File: src/rtl/cmd_seq_pkg.sv
package cmd_seq_pkg;

  typedef enum logic [2:0] {
    PH_CMD    = 3'd0,
    PH_PROC   = 3'd1,
    PH_PARAM  = 3'd2,
    PH_EXEC   = 3'd3,
    PH_RESULT = 3'd4
  } phase_t;

  typedef struct packed {
    logic       legal;
    logic [3:0] count;
  } op_info_t;

  // opcode lookup on the five low bits; upper bits are modifiers
  function automatic op_info_t lookup_op(input logic [4:0] code);
    op_info_t info;
    info = '{legal: 1'b1, count: 4'd0};
    case (code)
      5'h03: info.count = 4'd2;
      5'h04: info.count = 4'd1;
      5'h05: info.count = 4'd8;
      5'h06: info.count = 4'd8;
      5'h07: info.count = 4'd1;
      5'h08: info.count = 4'd0;
      5'h0F: info.count = 4'd2;
      5'h13: info.count = 4'd3;
      default: info.legal = 1'b0;
    endcase
    return info;
  endfunction

endpackage

File: src/rtl/cmd_seq_decode.sv
module cmd_seq_decode
  import cmd_seq_pkg::*;
#(
  parameter int MAX_PARAMS = 8,
  localparam int CNT_W = $clog2(MAX_PARAMS + 1)
) (
  input  logic [4:0]       code,
  output logic [CNT_W-1:0] count,
  output logic             illegal
);

  op_info_t info;

  always_comb begin
    info    = lookup_op(code);
    count   = CNT_W'(info.count);
    illegal = !info.legal || (int'(info.count) > MAX_PARAMS);
  end

endmodule

File: src/rtl/cmd_seq_pstore.sv
module cmd_seq_pstore #(
  parameter int DATA_W     = 8,
  parameter int MAX_PARAMS = 8,
  localparam int CNT_W = $clog2(MAX_PARAMS + 1)
) (
  input  logic                         clk,
  input  logic                         rst,
  input  logic                         clr,
  input  logic                         we,
  input  logic [CNT_W-1:0]             idx,
  input  logic [DATA_W-1:0]            din,
  output logic [MAX_PARAMS*DATA_W-1:0] flat
);

  logic [DATA_W-1:0] slot [MAX_PARAMS];

  for (genvar g = 0; g < MAX_PARAMS; g++) begin : g_slot
    always_ff @(posedge clk) begin
      if (rst || clr) begin
        slot[g] <= '0;
      end else if (we && idx == CNT_W'(g)) begin
        slot[g] <= din;
      end
    end
    assign flat[g*DATA_W +: DATA_W] = slot[g];
  end

endmodule

File: src/rtl/cmd_seq_ctrl.sv
module cmd_seq_ctrl
  import cmd_seq_pkg::*;
#(
  parameter int DATA_W     = 8,
  parameter int MAX_PARAMS = 8,
  parameter int PROC_LAT   = 2,
  parameter logic [DATA_W-1:0] BAD_CODE = 8'h80,
  localparam int CNT_W = $clog2(MAX_PARAMS + 1),
  localparam int LAT_W = (PROC_LAT > 1) ? $clog2(PROC_LAT) : 1
) (
  input  logic              clk,
  input  logic              rst,
  input  logic              host_wr,
  input  logic              host_rd,
  input  logic [DATA_W-1:0] host_wdata,
  input  logic              exec_done,
  input  logic [CNT_W-1:0]  need,
  input  logic              bad_op,
  output logic [DATA_W-1:0] opcode_q,
  output logic              store_clr,
  output logic              store_we,
  output logic [CNT_W-1:0]  store_idx,
  output logic              rqm_q,
  output logic              dio_q,
  output logic              busy_q,
  output logic              start_q,
  output logic              fifo_q,
  output logic              ovr_q,
  output logic [DATA_W-1:0] result_q
);

  phase_t            phase;
  logic [LAT_W-1:0]  lat_cnt;
  logic [CNT_W-1:0]  got;
  logic              wr_ok;
  logic              wr_take;

  assign wr_ok     = rqm_q && !dio_q;
  assign wr_take   = host_wr && wr_ok;
  assign store_clr = wr_take && (phase == PH_CMD);
  assign store_we  = wr_take && (phase == PH_PARAM);
  assign store_idx = got;

  always_ff @(posedge clk) begin
    if (rst) begin
      phase    <= PH_CMD;
      lat_cnt  <= '0;
      got      <= '0;
      opcode_q <= '0;
      rqm_q    <= 1'b1;
      dio_q    <= 1'b0;
      busy_q   <= 1'b0;
      start_q  <= 1'b0;
      fifo_q   <= 1'b0;
      ovr_q    <= 1'b0;
      result_q <= '0;
    end else begin
      start_q <= 1'b0;
      if (host_wr && !wr_ok) begin
        ovr_q <= 1'b1;
      end
      case (phase)
        PH_CMD: begin
          if (wr_take) begin
            opcode_q <= host_wdata;
            got      <= '0;
            rqm_q    <= 1'b0;
            busy_q   <= 1'b1;
            lat_cnt  <= LAT_W'(PROC_LAT - 1);
            phase    <= PH_PROC;
          end
        end
        PH_PARAM: begin
          if (wr_take) begin
            got     <= got + 1'b1;
            rqm_q   <= 1'b0;
            lat_cnt <= LAT_W'(PROC_LAT - 1);
            phase   <= PH_PROC;
          end
        end
        PH_PROC: begin
          if (lat_cnt != '0) begin
            lat_cnt <= lat_cnt - 1'b1;
          end else if (bad_op) begin
            phase    <= PH_RESULT;
            rqm_q    <= 1'b1;
            dio_q    <= 1'b1;
            result_q <= BAD_CODE;
          end else if (got == need) begin
            phase   <= PH_EXEC;
            start_q <= 1'b1;
            fifo_q  <= 1'b1;
          end else begin
            phase <= PH_PARAM;
            rqm_q <= 1'b1;
          end
        end
        PH_EXEC: begin
          if (exec_done) begin
            phase  <= PH_CMD;
            rqm_q  <= 1'b1;
            busy_q <= 1'b0;
            fifo_q <= 1'b0;
          end
        end
        PH_RESULT: begin
          if (host_rd) begin
            phase    <= PH_CMD;
            rqm_q    <= 1'b1;
            dio_q    <= 1'b0;
            busy_q   <= 1'b0;
            result_q <= '0;
          end
        end
        default: phase <= PH_CMD;
      endcase
    end
  end

endmodule

File: src/rtl/cmd_seq_top.sv
module cmd_seq_top #(
  parameter int DATA_W     = 8,
  parameter int MAX_PARAMS = 8,
  parameter int PROC_LAT   = 2,
  localparam int CNT_W = $clog2(MAX_PARAMS + 1)
) (
  input  logic                         clk,
  input  logic                         rst,
  input  logic                         host_wr,
  input  logic                         host_rd,
  input  logic [DATA_W-1:0]            host_wdata,
  output logic [DATA_W-1:0]            host_rdata,
  output logic [7:0]                   status,
  output logic                         exec_start,
  output logic [DATA_W-1:0]            exec_opcode,
  output logic [CNT_W-1:0]             exec_count,
  output logic [MAX_PARAMS*DATA_W-1:0] exec_params,
  input  logic                         exec_done,
  output logic                         fifo_en,
  output logic                         overrun
);

  logic [CNT_W-1:0] need;
  logic             bad_op;
  logic             store_clr;
  logic             store_we;
  logic [CNT_W-1:0] store_idx;
  logic             rqm_q;
  logic             dio_q;
  logic             busy_q;

  cmd_seq_ctrl #(
    .DATA_W(DATA_W), .MAX_PARAMS(MAX_PARAMS), .PROC_LAT(PROC_LAT)
  ) ctrl_i (
    .clk(clk), .rst(rst),
    .host_wr(host_wr), .host_rd(host_rd), .host_wdata(host_wdata),
    .exec_done(exec_done), .need(need), .bad_op(bad_op),
    .opcode_q(exec_opcode),
    .store_clr(store_clr), .store_we(store_we), .store_idx(store_idx),
    .rqm_q(rqm_q), .dio_q(dio_q), .busy_q(busy_q),
    .start_q(exec_start), .fifo_q(fifo_en), .ovr_q(overrun),
    .result_q(host_rdata)
  );

  cmd_seq_decode #(.MAX_PARAMS(MAX_PARAMS)) dec_i (
    .code(exec_opcode[4:0]), .count(need), .illegal(bad_op)
  );

  cmd_seq_pstore #(.DATA_W(DATA_W), .MAX_PARAMS(MAX_PARAMS)) store_i (
    .clk(clk), .rst(rst), .clr(store_clr), .we(store_we),
    .idx(store_idx), .din(host_wdata), .flat(exec_params)
  );

  assign exec_count = need;
  assign status     = {rqm_q, dio_q, 1'b0, busy_q, 4'b0000};

endmodule

File: config.mk
export PLATFORM = sky130hd
export DESIGN_NAME = cmd_seq_top
export DESIGN_NICKNAME = d
export VERILOG_FILES = /design/src/rtl/cmd_seq_pkg.sv /design/src/rtl/cmd_seq_decode.sv /design/src/rtl/cmd_seq_pstore.sv /design/src/rtl/cmd_seq_ctrl.sv /design/src/rtl/cmd_seq_top.sv
export SDC_FILE = /design/constraint.sdc
export NUM_CORES = 1
export LEC_CHECK = 0
export ABC_AREA = 1
export CAP_MARGIN = 20
export CORE_MARGIN = 10
export CORE_UTILIZATION = 40
export CTS_BUF_LIST = sky130_fd_sc_hd__clkbuf_2 sky130_fd_sc_hd__clkbuf_4 sky130_fd_sc_hd__clkbuf_8
export DETAILED_ROUTE_END_ITERATION = 8
export DONT_BUFFER_PORTS = 1
export PLACE_DENSITY_LB_ADDON = 0.25
export REMOVE_ABC_BUFFERS = 1
export SLEW_MARGIN = 20
export SYNTH_ARGS = -nofsm -noshare
export SYNTH_HDL_FRONTEND = slang
export SYNTH_SLANG_ARGS = --single-unit
File: constraint.sdc
create_clock -name clk -period 4.1 [get_ports clk]
set_input_delay 0.41 -clock clk [delete_from_list [all_inputs] [get_ports clk]]
set_output_delay 0.41 -clock clk [all_outputs]
set_load 0.02 [all_outputs]
==> flow_summary.toml <==
[status]
outcome = "finished, final reports clean"

[routing]
wl_per_cell_um = 17.3
routed_wl_um = 8500
drtIter0Drc = 222
drtAntennaViolNets = 0
viasPerCell = 4.80
remaining_drc_errors = 0
vias = 2364
dr.pass1.iters = 4

[power]
p_leak_nw = 1.63
p_sw_mw = 1.14
sequentialPowerShare_pct = 59.7
p_comb_share_pct = 19.6
fin_total_pwr_mw = 2.72
pwr-share-clk_pct = 20.7
vdd_drop_max_v = 0.000255
power.density_nw_per_um2 = 675
p_sw_share_pct = 41.9
intPower_mw = 1.58

[final_layout]
syn2layout_area_growth_pct = 5.70
finalInstanceArea_um2 = 4040
fillers = 890
final_common_cell = "nor2_1"
instances_no_fill = 492
most-common-layout-cells = "nor2_1, edfxtp_1, nand2_1, nand3_1, dfxtp_1"
final_nets = 375
drive_gt1_share_pct = 11.8
n_antenna_cell = 0

[worst_setup_path]
startpoint = "ctrl_i.result_q[7]$_SDFFE_PP0P_"
crit_path_top_delay_cell = "dfxtp_1"
r2r_slack_ns = 1.89
cpPeakStageDelay_ns = 0.45
crit_path_end = "store_i.slot[0][19]$_SDFFCE_PN0P_"
r2r-end = "store_i.slot[0][19]$_SDFFCE_PN0P_"
required_ns = 4.11
worst-r2r-cell-count = 7
critPathKind = "register to register"
regToRegStartpoint = "ctrl_i.result_q[7]$_SDFFE_PP0P_"
worst_ep_arrival_time_ns = 2.22
cp-start-kind = "register"
cp_max_fo = 18
path_common_cell = "nor2_4"
crit_chain = "inv_1 > nand3_1 > nor2_4 > inv_4 > nor2_4 > nor2_8 > nand2_1"
end_kind = "register"

[global_route]
antenna_found_initial = 0
grt_overflow = 0
grt_first_pass_wirelength_um = 13600
grt_max_degree = 19
globalRouteTotalUtil_pct = 12.2
grt_pass1_vias = 2294

[logic_synthesis]
synth_area_leaders = "edfxtp_1, dfxtp_1, nor2_1, nand4_4, nand2_1"
yosysUniqueCellTypes = 31
syn_area_per_cell_um2 = 10.7
syn_area_um2 = 3820
synthCells = 357
ys_warn_count = 0
yosysTopAreaCellShare_pct = 50.3
synth-seq-cells = 86
ys_seq_area_share_pct = 61.9
synth_top_area_cell = "edfxtp_1"

[floorplan]
initial_core_util_pct = 41.1
fp.dieW_um = 118
core_area_um2 = 9280
boundaryPins = 108
rows = 35
die_h_um = 118
dieArea_um2 = 13900

[place]
dp_hpwl_um = 6390
dp.cells = 476
routabilityCongestion = 0.803
placed_area_um2 = 3850
port_buffers = 0

[timing]
setup_viol = 0
setup-tns-final_ns = 0
finalHoldViolCount = 0
slew_headroom_pct = 34.1
min_period_ns = 2.21
skew_ns = 0.0136
slew_violations = 0
fmax_mhz = 452
tightest_slew_ns = 0.985
rsz0062_at_grt = "no"
timing.final.crit_share_pct = 53.9

[clock_network]
cts.sinks = 86
cts_tree = "built"
post-cts-setup-buffers = 0
cts_resized = 0
root_buffer = "clkbuf_8"
path_clk_slew_ns = 0.10
cts_hold_buf = 0
h-tree-depth = 3
cts-buffers-inserted = 9
clkLatencyLatePin_ns = 0.35
cts_buffer_depth = 2

[run]
maxCapViolations = 0

[hold_path]
hp-class = "input pin to register"
-- synth_stat cells, drive strengths merged --
cell and number:
nor2 89, edfxtp 64, nand2 45, inv 27
nand3 26, dfxtp 22, buf 21, a21oi 20
nand4 11, o21ai 11, clkinv 8, ha 4
nor3 4, a211oi 1, clkbuf 1, conb 1
nor4 1, o31ai 1
-- how the worst min path moves through the flow --
stage | cells after the start | slack (ns) | end | startpoint
after floorplan | 1 | 0.42 | ctrl_i.start_q$_SDFF_PP0_ | ctrl_i.lat_cnt$_SDFFE_PP0P_
after global placement | 1 | 0.45 | ctrl_i.start_q$_SDFF_PP0_ | ctrl_i.lat_cnt$_SDFFE_PP0P_
after detailed placement | 1 | 0.45 | ctrl_i.start_q$_SDFF_PP0_ | ctrl_i.lat_cnt$_SDFFE_PP0P_
after CTS | 1 | 0.1 | ctrl_i.phase[2]$_SDFFE_PP0P_ | rst
after global routing | 1 | 0.09 | ctrl_i.store_idx[1]$_SDFFE_PP0P_ | rst
final | 1 | 0.11 | ctrl_i.phase[2]$_SDFFE_PP0P_ | rst
-- layer usage --
layer	wire (µm)	share of wire, %	global-route usage (%)
met1	3900	46	15.6
met2	3940	46	18.6
met3	628	7.4	5.13
met5	0	0	0
met4	27	0.32	3.01
-- cells by family after synthesis --
group | after synthesis | share of synthesized area [%]
flip-flops | 86 | 61.9
AO/OA/AOI/OAI | 33 | 4.79
buffers and inverters | 57 | 8.06
other | 1 | 0.0982
AND/OR/NAND/NOR | 176 | 23.9
adder cells (fa/ha/maj) | 4 | 1.31
-- worst max-delay path, delay by kind of cell, from the launching register on --
kind	cells	cell delay (ns)
flip-flops	1	0.45
AND/OR/NAND/NOR	5	1.19
buffers and inverters	2	0.23
-- flip-flops by register name (all words and copies together), names as in the netlist --
| name | flops |
|---|---|
| ctrl_i.busy_q | 1 |
| ctrl_i.start_q | 1 |
| ctrl_i.rqm_q | 1 |
| ctrl_i.phase | 3 |
| ctrl_i.fifo_q | 1 |
| ctrl_i.store_idx | 4 |
| ctrl_i.opcode_q | 8 |
| ctrl_i.ovr_q | 1 |
| store_i.slot | 64 |
| ctrl_i.lat_cnt | 1 |
| ctrl_i.result_q | 1 |
-- layout make-up --
class / instances / area, µm² / area share, %
clock buffers: 10 / 131 / 3.26
clock inverters: 6 / 53.8 / 1.33
inverters: 35 / 134 / 3.32
multi-input cells: 226 / 1190 / 29.6
flip-flops and latches: 86 / 2360 / 58.5
well taps: 129 / 161 / 4.00
-- stage by stage --
stage / worst slack (ns) / util, % / hold WS, ns
6_report: 1.89 / 43.5 / 0.113
5_1_grt: 1.73 / 43.5 / 0.0882
4_1_cts: 1.85 / 43.5 / 0.0972
3_5_place_dp: 1.87 / 41.5 / 0.446
3_3_place_gp: 1.93 / 41.5 / 0.453
2_1_floorplan: 2.16 / - / 0.421
-- power by group through the flow --
stage | clock, mW | sequential, mW | combinational [mW]
after floorplan | 0 | 1.58 | 0.443
after global placement | 0 | 1.66 | 0.526
after detailed placement | 0 | 1.66 | 0.536
after CTS | 0.580 | 1.64 | 0.538
after global routing | 0.626 | 1.66 | 0.609
final | 0.565 | 1.63 | 0.533
(Power assumes the default switching activity.)
